[src/rtl/pdec_pkg.sv]
package pdec_pkg;

    typedef enum logic {
        PD_IDLE = 1'b0,
        PD_RUN  = 1'b1
    } pd_state_e;

    // Asynchronous inputs carried together through synchronizer and edge stage
    typedef struct packed {
        logic start;
        logic pulse;
    } pd_in_s;

    localparam int PD_IN_W = $bits(pd_in_s);

endpackage

[src/rtl/pdec_sync.sv]
module pdec_sync #(
    parameter int W      = 2,
    parameter int STAGES = 2
) (
    input  logic         clk,
    input  logic         rst,
    input  logic [W-1:0] d,
    output logic [W-1:0] q
);
    logic [W-1:0] pipe [STAGES];

    always_ff @(posedge clk or posedge rst) begin
        if (rst) pipe[0] <= '0;
        else     pipe[0] <= d;
    end

    for (genvar s = 1; s < STAGES; s++) begin : g_stage
        always_ff @(posedge clk or posedge rst) begin
            if (rst) pipe[s] <= '0;
            else     pipe[s] <= pipe[s-1];
        end
    end

    assign q = pipe[STAGES-1];
endmodule

[src/rtl/pdec_edge.sv]
module pdec_edge #(
    parameter int W = 2
) (
    input  logic         clk,
    input  logic         rst,
    input  logic [W-1:0] lvl,
    output logic [W-1:0] rise
);
    logic [W-1:0] prev;

    always_ff @(posedge clk or posedge rst) begin
        if (rst) prev <= '0;
        else     prev <= lvl;
    end

    assign rise = lvl & ~prev;
endmodule

[src/rtl/pdec_ctrl.sv]
module pdec_ctrl
    import pdec_pkg::*;
#(
    parameter int CNT_W = 16
) (
    input  logic             clk,
    input  logic             rst,
    input  logic             start_rise,
    input  logic             pulse_rise,
    input  logic [CNT_W-1:0] ratio,
    output logic             fire,
    output logic             busy,
    output logic [CNT_W-1:0] cnt,
    output logic [CNT_W-1:0] target
);
    localparam logic [CNT_W-1:0] ONE = {{(CNT_W-1){1'b0}}, 1'b1};

    pd_state_e state;

    always_ff @(posedge clk or posedge rst) begin
        if (rst) begin
            state  <= PD_IDLE;
            cnt    <= '0;
            target <= '0;
            fire   <= 1'b0;
        end else begin
            fire <= 1'b0;
            unique case (state)
                PD_IDLE: begin
                    if (start_rise) begin
                        state  <= PD_RUN;
                        cnt    <= '0;
                        target <= (ratio == '0) ? ONE : ratio;
                    end
                end
                PD_RUN: begin
                    if (pulse_rise) begin
                        if (cnt == target - ONE) begin
                            fire  <= 1'b1;
                            state <= PD_IDLE;
                            cnt   <= '0;
                        end else begin
                            cnt <= cnt + ONE;
                        end
                    end
                end
                default: state <= PD_IDLE;
            endcase
        end
    end

    assign busy = (state == PD_RUN);
endmodule

[src/rtl/pulse_decimator.sv]
module pulse_decimator
    import pdec_pkg::*;
#(
    parameter int CNT_W       = 16,
    parameter int SYNC_STAGES = 2
) (
    input  logic             clk,
    input  logic             rst,
    input  logic             start_in,
    input  logic             pulse_in,
    input  logic [CNT_W-1:0] ratio_in,
    output logic             fire_out,
    output logic             busy_out
);
    pd_in_s raw_in, sync_in, rise_in;
    logic [CNT_W-1:0] run_cnt, run_target;

    assign raw_in.start = start_in;
    assign raw_in.pulse = pulse_in;

    pdec_sync #(.W(PD_IN_W), .STAGES(SYNC_STAGES)) u_sync (
        .clk (clk),
        .rst (rst),
        .d   (raw_in),
        .q   (sync_in)
    );

    pdec_edge #(.W(PD_IN_W)) u_edge (
        .clk  (clk),
        .rst  (rst),
        .lvl  (sync_in),
        .rise (rise_in)
    );

    pdec_ctrl #(.CNT_W(CNT_W)) u_ctrl (
        .clk        (clk),
        .rst        (rst),
        .start_rise (rise_in.start),
        .pulse_rise (rise_in.pulse),
        .ratio      (ratio_in),
        .fire       (fire_out),
        .busy       (busy_out),
        .cnt        (run_cnt),
        .target     (run_target)
    );
endmodule

[config.mk]
export PLATFORM = sky130hd
export DESIGN_NAME = pulse_decimator
export DESIGN_NICKNAME = d
export VERILOG_FILES = /design/src/rtl/pdec_pkg.sv /design/src/rtl/pdec_sync.sv /design/src/rtl/pdec_edge.sv /design/src/rtl/pdec_ctrl.sv /design/src/rtl/pulse_decimator.sv
export SDC_FILE = /design/constraint.sdc
export NUM_CORES = 1
export LEC_CHECK = 0
export CAP_MARGIN = 20
export CELL_PAD_IN_SITES_DETAIL_PLACEMENT = 0
export CELL_PAD_IN_SITES_GLOBAL_PLACEMENT = 1
export CORE_ASPECT_RATIO = 0.7
export CORE_MARGIN = 5
export CORE_UTILIZATION = 40
export CTS_CLUSTER_DIAMETER = 60
export DETAILED_ROUTE_END_ITERATION = 7
export PLACE_DENSITY = 0.81
export REMOVE_ABC_BUFFERS = 1
export SLEW_MARGIN = 20
export SYNTH_ARGS = -nofsm -noshare
export SYNTH_HDL_FRONTEND = slang
export SYNTH_SLANG_ARGS = --single-unit
[constraint.sdc]
create_clock -name clk -period 2.4 [get_ports clk]
set_clock_uncertainty 0.15 [all_clocks]
set_input_delay 0.48 -clock clk [delete_from_list [all_inputs] [get_ports clk]]
set_output_delay 0.48 -clock clk [all_outputs]
set_load 0.01 [all_outputs]
==> flow_summary.ini <==
[sta]
final_max_slew_viol_count = 0
setup_viol = 3
max_freq_mhz = 413
whs_ns = 0.208
rsz0062_at_grt = yes
min_period_ns = 2.42
finalSetupTns_ns = -0.0286
layout_setup_ws_ns = -0.0187
tightestPinTransition_ns = 0.965
hold_viol = 0
maxSlewHeadroom_pct = 35.4
finalCritPeriodShare_pct = 101

[global_route]
grt_pass1_wl_mm = 10.2
overflow = 0
track_usage_pct = 17.6
antenna_found_initial = 0
grt_pass1_vias = 2007
grt_max_degree = 41

[clock_tree]
cts_buffers = 5
htree_levels = 2
clk_path_buf_depth = 2
clock_sinks = 40
clk_latency_ns = 0.30
tritoncts = yes
clk_pin_slew_worst_paths_ns = 0.08
hold_buffers = 0
clockRootBuffer = clkbuf_8

[min_path]
holdPathEnd = u_sync.q[0]$_DFF_PP0_
hold_path.class = reg2reg
min_path_cells = 0
min_from = u_sync.pipe[2]$_DFF_PP0_

[die]
ios = 22
die_h_um = 74.1
dieArea_sq_um = 7520
start_util_pct = 41.2
core_area_sq_um = 5700
die_x_um = 102
fp-row-count = 23

[place]
placedCellCount = 365
place.gp.congestion = 0.817
port_buffers = 21
dpl-instance-area_sq_um = 2880
dp_hpwl_mm = 4.58

[setup_path]
cp-end-kind = flop
cp-start-kind = flop
r2r_end = u_ctrl.cnt[8]$_DFFE_PP0P_
r2r_cells = 9
critical_path_peak_fanout = 7
crit_required_ns = 2.46
path_class = reg2reg
r2r-start = u_ctrl.target[4]$_DFFE_PP0P_
r2r_slack_ns = -0.02
arrival_ns = 2.47

[cells_and_area]
postLayoutCoreUtil_pct = 54.6
synthToLayoutAreaGrowth_pct = 32.8
n_antenna_cell = 0
final_cells = 376
nets = 322
fin_area_sq_um = 3110
drive_gt1_share_pct = 29.2

[drt]
wl_per_cell_um = 16.2
drc_errors = 0
met2WireLength_mm = 2.55
m1WireLength_mm = 3.17
drtIter0Drc = 158
vias = 2101
routed_wl_mm = 6.11
highest_layer = met4
dr.pass1.iters = 4
wl_met3_um = 323
antenna_left = 0
avgViaCountPerCell = 5.59

[synth]
synth_cell_types = 45
netlist_instances = 243
syn_area_sq_um = 2340
async_flop_share_pct = 100
synth_flop_cell = dfrtp_1
seq_area_frac_synth_pct = 42.7
syn_area_per_cell_sq_um = 9.65
ys_ff_latch = 40
synth_warnings = 0
synth_enable_flop_cells = 0

[power_and_ir_drop]
vdd_drop_max_v = 0.000319
p_leak_nw = 1.28
powerDensity_nw_per_um2 = 643

[outcome]
violations = negative setup slack
status = finished with violations

[flow_run]
cap_viol_max_count = 0
==> layer usage <==
metal  up-vias  GRT usage [%]
li1       1013              -
met1      1025           27.0
met5         -              0
met3        10           3.66
met2        53           25.1
met4         0           4.42
==> placed cells by master, fill, tap and decap left out, types with 2 or more instances in the layout <==
master           instances
nor4_1                   8
inv_1                    7
a31oi_1                  5
o22ai_1                  3
o311ai_1                 2
o21ai_0                  8
xor2_1                   8
xnor2_1                 12
buf_4                   38
nand4_1                  8
a211oi_2                 3
nor2_1                  19
mux2i_1                  3
nand3_1                 13
and3_1                   4
and4_1                   2
nand2b_1                 4
a2bb2oi_2                2
clkbuf_8                 5
a21oi_1                  6
o2111ai_2                2
and2_1                   2
nor3_2                   2
or2_2                    2
dfrtp_1                 39
a41oi_1                  2
clkdlybuf4s50_1         21
nand2_1                 19
nor3_1                   6
mux2_2                  14
clkinv_4                 2
buf_6                    3
or3_1                    2
==> registers in the layout (all words and copies together), names as in the netlist <==
name,cells
u_ctrl.cnt,16
u_ctrl.target,16
u_edge.prev,2
u_sync.pipe,2
u_sync.q,2
u_ctrl.busy,1
u_ctrl.fire,1
==> cells in the mapped netlist, drive strengths merged (4+ instances only) <==
cell type / number / share of area [%]
nand2: 19 / 3.0
nand3: 13 / 2.8
nor2: 20 / 3.2
o21ai: 9 / 1.9
nor4: 9 / 2.7
dfrtp: 40 / 43
nor3: 9 / 2.3
a31oi: 6 / 1.6
nand4: 8 / 2.1
a21oi: 6 / 1.3
xor2: 8 / 3.0
inv: 8 / 1.3
mux2: 14 / 6.7
clkbuf: 10 / 1.6
and3: 5 / 1.4
xnor2: 13 / 4.9
a211oi: 4 / 1.5
nand2b: 4 / 1.1
==> final cells by class <==
class	count	area (sq um)
Sequential cell	40	1000
Timing Repair Buffer	62	529
Inverter	8	30.0
Tap cell	75	93.8
Multi-Input combinational cell	183	1340
Clock buffer	5	68.8
Fill cell	504	2580
Clock inverter	3	47.5
==> through the flow <==
step	setup WS (ns)	power (mW)
3_3_place_gp	-0.0433	1.37
6_report	-0.0187	2.00
3_5_place_dp	-0.144	1.39
2_1_floorplan	-0.670	1.14
5_1_grt	-0.144	2.11
4_1_cts	0.000779	2.02
==> report_power, final <==
part           internal (mW)  switching [mW]
combinational          0.310           0.282
sequential             0.745          0.0899
clock                  0.313           0.262
==> critical path, stage by stage (launching register included) <==
cell       delay, ns
dfrtp_2         0.46
nor3_4          0.26
and4_4          0.29
xnor2_1         0.14
a211oi_2        0.13
o2111ai_2       0.28
buf_6           0.18
nor2_1          0.04
buf_4           0.14
nor4_1          0.25
==> kinds of logic after synthesis <==
family                     count (synthesis)  share of synthesized area [%]
buffers and inverters                     20                           3.68
muxes                                     17                           8.00
AOI/OAI and AO/OA                         44                           13.7
DFF                                       40                           42.7
xor gates and xnor gates                  21                           7.84
adders and majority gates                  2                           1.07
and+or+nand+nor                           99                           23.0
==> how the worst max path moves through the flow <==
| stage | startpoint | endpoint | depth (start not counted) |
|---|---|---|---|
| 6_report | u_ctrl.target[4]$_DFFE_PP0P_ | u_ctrl.cnt[8]$_DFFE_PP0P_ | 9 |
| 5_1_grt | u_ctrl.target[1]$_DFFE_PP0P_ | u_ctrl.cnt[7]$_DFFE_PP0P_ | 12 |
| 4_1_cts | u_ctrl.target[4]$_DFFE_PP0P_ | u_ctrl.cnt[10]$_DFFE_PP0P_ | 8 |
| 3_5_place_dp | u_ctrl.target[1]$_DFFE_PP0P_ | u_ctrl.cnt[7]$_DFFE_PP0P_ | 11 |
| 3_3_place_gp | u_ctrl.target[1]$_DFFE_PP0P_ | u_ctrl.cnt[11]$_DFFE_PP0P_ | 10 |
| 2_1_floorplan | u_ctrl.busy$_DFF_PP0_ | u_ctrl.cnt[11]$_DFFE_PP0P_ | 4 |
==> timing repair <==
item,CTS,global route
endpoints found under the hold margin,0,0
resized for setup,18,3
pin swaps,5,1
setup buffers,2,1
endpoints found under the setup margin,18,17
(Power assumes the default switching activity.)
